===== src/rtl/lgn_pkg.sv =====
package lgn_pkg;

  function automatic logic [31:0] lgn_xs(input logic [31:0] x);
    logic [31:0] y;
    y = x;
    y = y ^ (y << 13);
    y = y ^ (y >> 17);
    y = y ^ (y << 5);
    return y;
  endfunction

  function automatic logic [31:0] lgn_mix(input logic [31:0] seed, input int unsigned layer,
                                          input int unsigned neuron, input int unsigned slot);
    logic [31:0] k;
    k = seed ^ (layer * 32'h9E3779B9) ^ (neuron * 32'h85EBCA6B)
        ^ (slot * 32'hC2B2AE35) ^ 32'h6A09E667;
    return lgn_xs(lgn_xs(k));
  endfunction

  function automatic int unsigned lgn_pick(input logic [31:0] seed, input int unsigned layer,
                                           input int unsigned neuron, input int unsigned j,
                                           input int unsigned src_w);
    return lgn_mix(seed, layer, neuron, j) % src_w;
  endfunction

  // up to six inputs -> at most 64 entries
  function automatic logic [63:0] lgn_table(input logic [31:0] seed, input int unsigned layer,
                                            input int unsigned neuron, input int unsigned fan_in);
    logic [63:0] t;
    logic [31:0] h;
    t = '0;
    for (int unsigned i = 0; i < 64; i++) begin
      if (i < (32'd1 << fan_in)) begin
        h = lgn_mix(seed, layer, neuron, 8 + i);
        t[i] = h[0];
      end
    end
    return t;
  endfunction

endpackage


===== src/rtl/lgn_neuron.sv =====
module lgn_neuron #(
  parameter logic [31:0] SEED   = 32'h1F2E3D4C,
  parameter int unsigned LAYER  = 0,
  parameter int unsigned INDEX  = 0,
  parameter int unsigned SRC_W  = 16,
  parameter int unsigned FAN_IN = 4
) (
  input  logic [SRC_W-1:0] src_i,
  output logic             bit_o
);
  import lgn_pkg::*;

  localparam logic [63:0] TBL = lgn_table(SEED, LAYER, INDEX, FAN_IN);

  logic [FAN_IN-1:0] addr;
  logic              unused_src;

  for (genvar j = 0; j < FAN_IN; j++) begin : g_sel
    localparam int unsigned PICK = lgn_pick(SEED, LAYER, INDEX, j, SRC_W);
    assign addr[j] = src_i[PICK];
  end

  assign bit_o      = TBL[addr];
  assign unused_src = ^src_i;

endmodule


===== src/rtl/lgn_layer.sv =====
module lgn_layer #(
  parameter logic [31:0] SEED   = 32'h1F2E3D4C,
  parameter int unsigned LAYER  = 0,
  parameter int unsigned SRC_W  = 16,
  parameter int unsigned DST_W  = 32,
  parameter int unsigned FAN_IN = 4
) (
  input  logic             clk_i,
  input  logic             rst_ni,
  input  logic             valid_i,
  input  logic [SRC_W-1:0] src_i,
  output logic             valid_o,
  output logic [DST_W-1:0] dst_o
);

  logic [DST_W-1:0] nxt;

  for (genvar n = 0; n < DST_W; n++) begin : g_neuron
    lgn_neuron #(
      .SEED  (SEED),
      .LAYER (LAYER),
      .INDEX (n),
      .SRC_W (SRC_W),
      .FAN_IN(FAN_IN)
    ) u_neuron (
      .src_i(src_i),
      .bit_o(nxt[n])
    );
  end

  always_ff @(posedge clk_i or negedge rst_ni) begin
    if (!rst_ni) begin
      valid_o <= 1'b0;
      dst_o   <= '0;
    end else begin
      valid_o <= valid_i;
      if (valid_i) dst_o <= nxt;
    end
  end

  a_r5_valid_fwd: assert property (@(posedge clk_i) disable iff (!rst_ni)
    valid_i |=> valid_o);
  a_r9_bubble: assert property (@(posedge clk_i) disable iff (!rst_ni)
    !valid_i |=> !valid_o);
  a_r9_hold: assert property (@(posedge clk_i) disable iff (!rst_ni)
    !valid_i |=> $stable(dst_o));

endmodule


===== src/rtl/lgn_readout.sv =====
module lgn_readout #(
  parameter int unsigned BITS_W  = 32,
  parameter int unsigned CLASSES = 4,
  parameter int unsigned CNT_W   = 4,
  parameter int unsigned CLS_W   = 2
) (
  input  logic [BITS_W-1:0]        bits_i,
  output logic [CLASSES*CNT_W-1:0] counts_o,
  output logic [CLS_W-1:0]         class_o
);
  localparam int unsigned GROUP = BITS_W / CLASSES;

  logic [CNT_W-1:0] cnt [CLASSES];

  for (genvar c = 0; c < CLASSES; c++) begin : g_cls
    always_comb begin
      cnt[c] = '0;
      for (int b = 0; b < GROUP; b++) cnt[c] = cnt[c] + CNT_W'(bits_i[c*GROUP+b]);
    end
    assign counts_o[c*CNT_W +: CNT_W] = cnt[c];
  end

  // strict compare keeps the lowest index on ties
  always_comb begin
    logic [CNT_W-1:0] best;
    best    = cnt[0];
    class_o = '0;
    for (int c = 1; c < CLASSES; c++) begin
      if (cnt[c] > best) begin
        best    = cnt[c];
        class_o = CLS_W'(c);
      end
    end
  end

endmodule


===== src/rtl/lgn_net.sv =====
module lgn_net #(
  parameter int unsigned IN_W    = 16,
  parameter int unsigned FAN_IN  = 4,   // 4..6
  parameter int unsigned LAYERS  = 2,
  parameter int unsigned WIDTH   = 32,
  parameter int unsigned CLASSES = 4,
  parameter logic [31:0] SEED    = 32'h1F2E3D4C,
  localparam int unsigned GROUP  = WIDTH / CLASSES,
  localparam int unsigned CNT_W  = $clog2(GROUP + 1),
  localparam int unsigned CLS_W  = (CLASSES > 1) ? $clog2(CLASSES) : 1
) (
  input  logic                     clk_i,
  input  logic                     rst_ni,
  input  logic                     valid_i,
  input  logic [IN_W-1:0]          bits_i,
  output logic                     valid_o,
  output logic [CLASSES*CNT_W-1:0] counts_o,
  output logic [CLS_W-1:0]         class_o
);

  logic [WIDTH-1:0]  stage_d [LAYERS];
  logic [LAYERS-1:0] stage_v;

  for (genvar l = 0; l < LAYERS; l++) begin : g_layer
    if (l == 0) begin : g_first
      lgn_layer #(
        .SEED(SEED), .LAYER(0), .SRC_W(IN_W), .DST_W(WIDTH), .FAN_IN(FAN_IN)
      ) u_layer (
        .clk_i  (clk_i),
        .rst_ni (rst_ni),
        .valid_i(valid_i),
        .src_i  (bits_i),
        .valid_o(stage_v[0]),
        .dst_o  (stage_d[0])
      );
    end else begin : g_next
      lgn_layer #(
        .SEED(SEED), .LAYER(l), .SRC_W(WIDTH), .DST_W(WIDTH), .FAN_IN(FAN_IN)
      ) u_layer (
        .clk_i  (clk_i),
        .rst_ni (rst_ni),
        .valid_i(stage_v[l-1]),
        .src_i  (stage_d[l-1]),
        .valid_o(stage_v[l]),
        .dst_o  (stage_d[l])
      );
    end
  end

  lgn_readout #(
    .BITS_W(WIDTH), .CLASSES(CLASSES), .CNT_W(CNT_W), .CLS_W(CLS_W)
  ) u_readout (
    .bits_i  (stage_d[LAYERS-1]),
    .counts_o(counts_o),
    .class_o (class_o)
  );

  assign valid_o = stage_v[LAYERS-1];

  // cross-checks of the readout against its own outputs
  logic             cnt_ok, win_ok, tie_ok;
  logic [CNT_W-1:0] win_cnt;

  always_comb begin
    logic [CNT_W-1:0] v;
    win_cnt = counts_o[class_o*CNT_W +: CNT_W];
    cnt_ok  = 1'b1;
    win_ok  = 1'b1;
    tie_ok  = 1'b1;
    for (int c = 0; c < CLASSES; c++) begin
      v = counts_o[c*CNT_W +: CNT_W];
      if (v > CNT_W'(GROUP)) cnt_ok = 1'b0;
      if (v > win_cnt) win_ok = 1'b0;
      if ((CLS_W'(c) < class_o) && (v == win_cnt)) tie_ok = 1'b0;
    end
  end

  a_r6_count_bound: assert property (@(posedge clk_i) disable iff (!rst_ni) cnt_ok);
  a_r7_winner_max: assert property (@(posedge clk_i) disable iff (!rst_ni)
    valid_o |-> win_ok);
  a_r7_tie_low: assert property (@(posedge clk_i) disable iff (!rst_ni)
    valid_o |-> tie_ok);

endmodule


===== config.mk =====
export PLATFORM = sky130hd
export DESIGN_NAME = lgn_net
export DESIGN_NICKNAME = d
export VERILOG_FILES = /design/src/rtl/lgn_pkg.sv /design/src/rtl/lgn_neuron.sv /design/src/rtl/lgn_layer.sv /design/src/rtl/lgn_readout.sv /design/src/rtl/lgn_net.sv
export SDC_FILE = /design/constraint.sdc
export NUM_CORES = 1
export LEC_CHECK = 0
export BUFFER_PORTS_ARGS = -buffer_cell sky130_fd_sc_hd__buf_2
export CAP_MARGIN = 5
export CORE_MARGIN = 2
export CORE_UTILIZATION = 59
export DETAILED_ROUTE_END_ITERATION = 12
export HOLD_SLACK_MARGIN = 0.05
export PLACE_DENSITY_LB_ADDON = 0.15
export SETUP_SLACK_MARGIN = 0.05
export SYNTH_ARGS = -nofsm -noshare
export SYNTH_HDL_FRONTEND = slang
export SYNTH_SLANG_ARGS = --single-unit

===== constraint.sdc =====
create_clock -name clk_i -period 8.83 [get_ports clk_i]
set_input_delay 1.766 -clock clk_i [delete_from_list [all_inputs] [get_ports clk_i]]
set_output_delay 1.766 -clock clk_i [all_outputs]
set_load 0.05 [all_outputs]

==> reports/metrics.yaml <==
status:
  run_status: "finished, final reports clean"
synth:
  post_synth_main_area_contributors: "sky130_fd_sc_hd__dfrtp_1 (32%), sky130_fd_sc_hd__ha_1 (9.9%), sky130_fd_sc_hd__fa_1 (9.5%)"
  synth_fp_nets: 419
  synth_ff_type: "sky130_fd_sc_hd__dfrtp_1"
  synth_warnings: 0
  post-synth-top-count-cell: "sky130_fd_sc_hd__inv_1"
  yosys.area.top_type: "sky130_fd_sc_hd__dfrtp_1"
  postSynth.asyncResetShare_pct: 100
  netlist_top_cells_count: "sky130_fd_sc_hd__inv_1 (53), sky130_fd_sc_hd__dfrtp_1 (41), sky130_fd_sc_hd__a21oi_1 (38)"
  synth_enable_flop_cells: 0
  synth_seq_cells: 41
  average_footprint_of_a_synthesized_cell_um2: 8.78
  synth_seq_area_share_pct: 32.5
  netlist_instances: 360
  yosysUniqueCellTypes: 37
  yosysTopAreaCellShare_pct: 32.5
  synth_area_mm2: 0.00316
timing:
  timing.fmax_mhz: 120
  hold_viol_final: 0
  finalSetupTns_ps: 0
  clock_skew_ps: 5.54
  post-route-min-period_ps: 8370
  rsz_0062_raised_after_global_routing: "false"
  fin_crit_sh_pct: 94.7
  timing_max_transition_violations_final: 0
  relSlewSlack_pct: 40.6
  tightestPinTransition_ps: 891
  final-setup-viol-count: 0
detailed_routing:
  routed_wl_um: 6420
  ant_nets: 0
  vias: 2595
  drtIter0Drc: 69
  firstDrtPassIters: 4
  drcViolationCount: 0
  wl_per_cell_um: 14.0
  route.detailed.vias_per_inst: 5.67
clock_network:
  clkSlewWorstSetupHoldPaths_ps: 70
  holdBufCountCts: 0
  ctsHtreeMaxLevel: 2
  root_buffer: "sky130_fd_sc_hd__clkbuf_8"
  clock_insertion_delay_worst_skew_ps: 290
  tritoncts_clock_tree: "done"
  cts_buffers: 5
  cts_sinks: 41
  ctsLongestPathBuffers: 2
global_routing:
  grt_start_max_net_pins: 42
  first_global_vias: 2447
  antenna_violations_before_repair: 0
  grt_first_pass_wirelength_um: 11200
  groute.usage.overall_pct: 23.2
  overflow: 0
worst_setup_path:
  worstPathRequired_ps: 7060
  critical_path.max_fanout: 7
  crit_path_end_kind: "output port"
  crit-reg2reg-capture: "g_layer[1].g_next.u_layer.dst_o[14]$_DFFE_PN0P_"
  r2r_start: "g_layer[0].g_first.u_layer.dst_o[29]$_DFFE_PN0P_"
  critical_path.startpoint_type: "register"
  worst_ep_arrival_time_ps: 6600
  reg2reg_setup_slack_ps: 7360
  timing.critical_path.slowest_cell_delay_ps: 490
  cpMaxStageDelayCell: "sky130_fd_sc_hd__fa_1"
  rr_worst_depth: 2
  critical_path_start_end_classification: "reg2out"
cells_and_area:
  post_route_core_utilization_pct: 68.5
  synthToLayoutAreaGrowth_pct: 11.4
  share_of_cells_above_drive_strength_1_pct: 16.0
  antennaDiodeCount: 0
  finish.net_count: 446
floorplanning:
  floorplan.die.height_um: 77.2
  floorplan.io_pins: 38
  placementRows: 26
  fp.dieW_um: 77.2
  initial_core_utilization_pct: 61.5
  die_area_mm2: 0.00596
  floorplan.core_area_mm2: 0.00514
job:
  drv_cap: 0
placement:
  gp_congestion: 0.814
  numPortBuffers: 37
  hpwl_um: 4930
worst_hold_path:
  hold_class: "reg2reg"
  min_delay_worst_endpoint: "g_layer[1].g_next.u_layer.dst_o[19]$_DFFE_PN0P_"
  whs_path_cells: 2
  timing.hold.worst.start: "g_layer[1].g_next.u_layer.dst_o[19]$_DFFE_PN0P_"
## worst max path at each step
stage                                                              start         end  slack, ps
after floorplan           g_layer[1].g_next.u_layer.dst_o[9]$_DFFE_PN0P_  class_o[0]        230
after global placement    g_layer[1].g_next.u_layer.dst_o[9]$_DFFE_PN0P_  class_o[0]        550
after detailed placement  g_layer[1].g_next.u_layer.dst_o[9]$_DFFE_PN0P_  class_o[0]        410
after CTS                 g_layer[1].g_next.u_layer.dst_o[9]$_DFFE_PN0P_  class_o[0]         70
after global routing      g_layer[1].g_next.u_layer.dst_o[9]$_DFFE_PN0P_  class_o[0]         80
final                     g_layer[1].g_next.u_layer.dst_o[9]$_DFFE_PN0P_  class_o[0]        460
## kinds of logic after synthesis
family,count (synthesis),share of synthesized area (%)
AO/OA/AOI/OAI,102,20.4
AND/OR/NAND/NOR,92,14.5
buffers and inverters,73,8.91
flip-flops,41,32.5
adder cells (fa/ha/maj),40,19.4
multiplexers,7,2.50
XOR/XNOR,5,1.86
## per-stage QoR
stage / cells / cell area (um2) / setup WS (ps) / hold WS [ps]
floorplan: 360 / 3160 / 231 / 352
global placement: 449 / 3360 / 549 / 511
detailed placement: 449 / 3360 / 407 / 515
CTS: 457 / 3480 / 71.7 / 536
global route: 458 / 3520 / 80.2 / 564
finish: 458 / 3520 / 465 / 533
## cells in the final DEF (no fill, tap or decap), drive strengths merged, types with 2 or more instances in the layout
cell type / instances
inv: 53
dfrtp: 41
buf: 39
a21oi: 38
nor3: 27
ha: 25
nor2: 20
o21ai: 20
fa: 15
nand2b: 12
a31oi: 11
nand2: 11
o311ai: 10
nand3: 8
clkbuf: 8
mux2: 7
o21a: 6
o211ai: 5
nor2b: 5
a21o: 4
nand4: 4
xnor2: 4
nand3b: 2
o221ai: 2
## area by class of cell
type,count,area (um2)
inverters,53,199
well taps,70,87.6
clock inverters,1,30.0
multi-input cells,246,1880
fillers,438,1620
flip-flops and latches,41,1030
repair buffers,40,210
clock buffers,7,86.3
## timing repair
| action | in CTS | in global routing |
|---|---|---|
| gates resized for setup | 0 | 7 |
| buffers inserted | 0 | 1 |
| setup endpoints to repair | 0 | 2 |
## routing by layer
layer / track usage [%] / wire length, um
met1: 30.2 / 2900
met2: 39.0 / 3090
met3: 3.41 / 240
met4: 9.11 / 191
met5: 0 / 0
## critical path: cells and delay by family, from the launching register on
family / cells / cell delay [ps]
and+or+nand+nor: 5 / 740
adders and majority gates: 8 / 2870
DFF: 1 / 420
buffers and inverters: 6 / 710
AOI/OAI and AO/OA: 10 / 1540
## registers in the layout, summed over array words and instances (netlist names)
register,flops
g_layer.g_next.u_layer.dst_o,23
g_layer.g_first.u_layer.dst_o,16
g_layer.g_first.u_layer.valid_o,1
g_layer.g_next.u_layer.valid_o,1
Power is not shown: default switching activity piles up to over one toggle a cycle in this logic, so the estimate is an artifact.
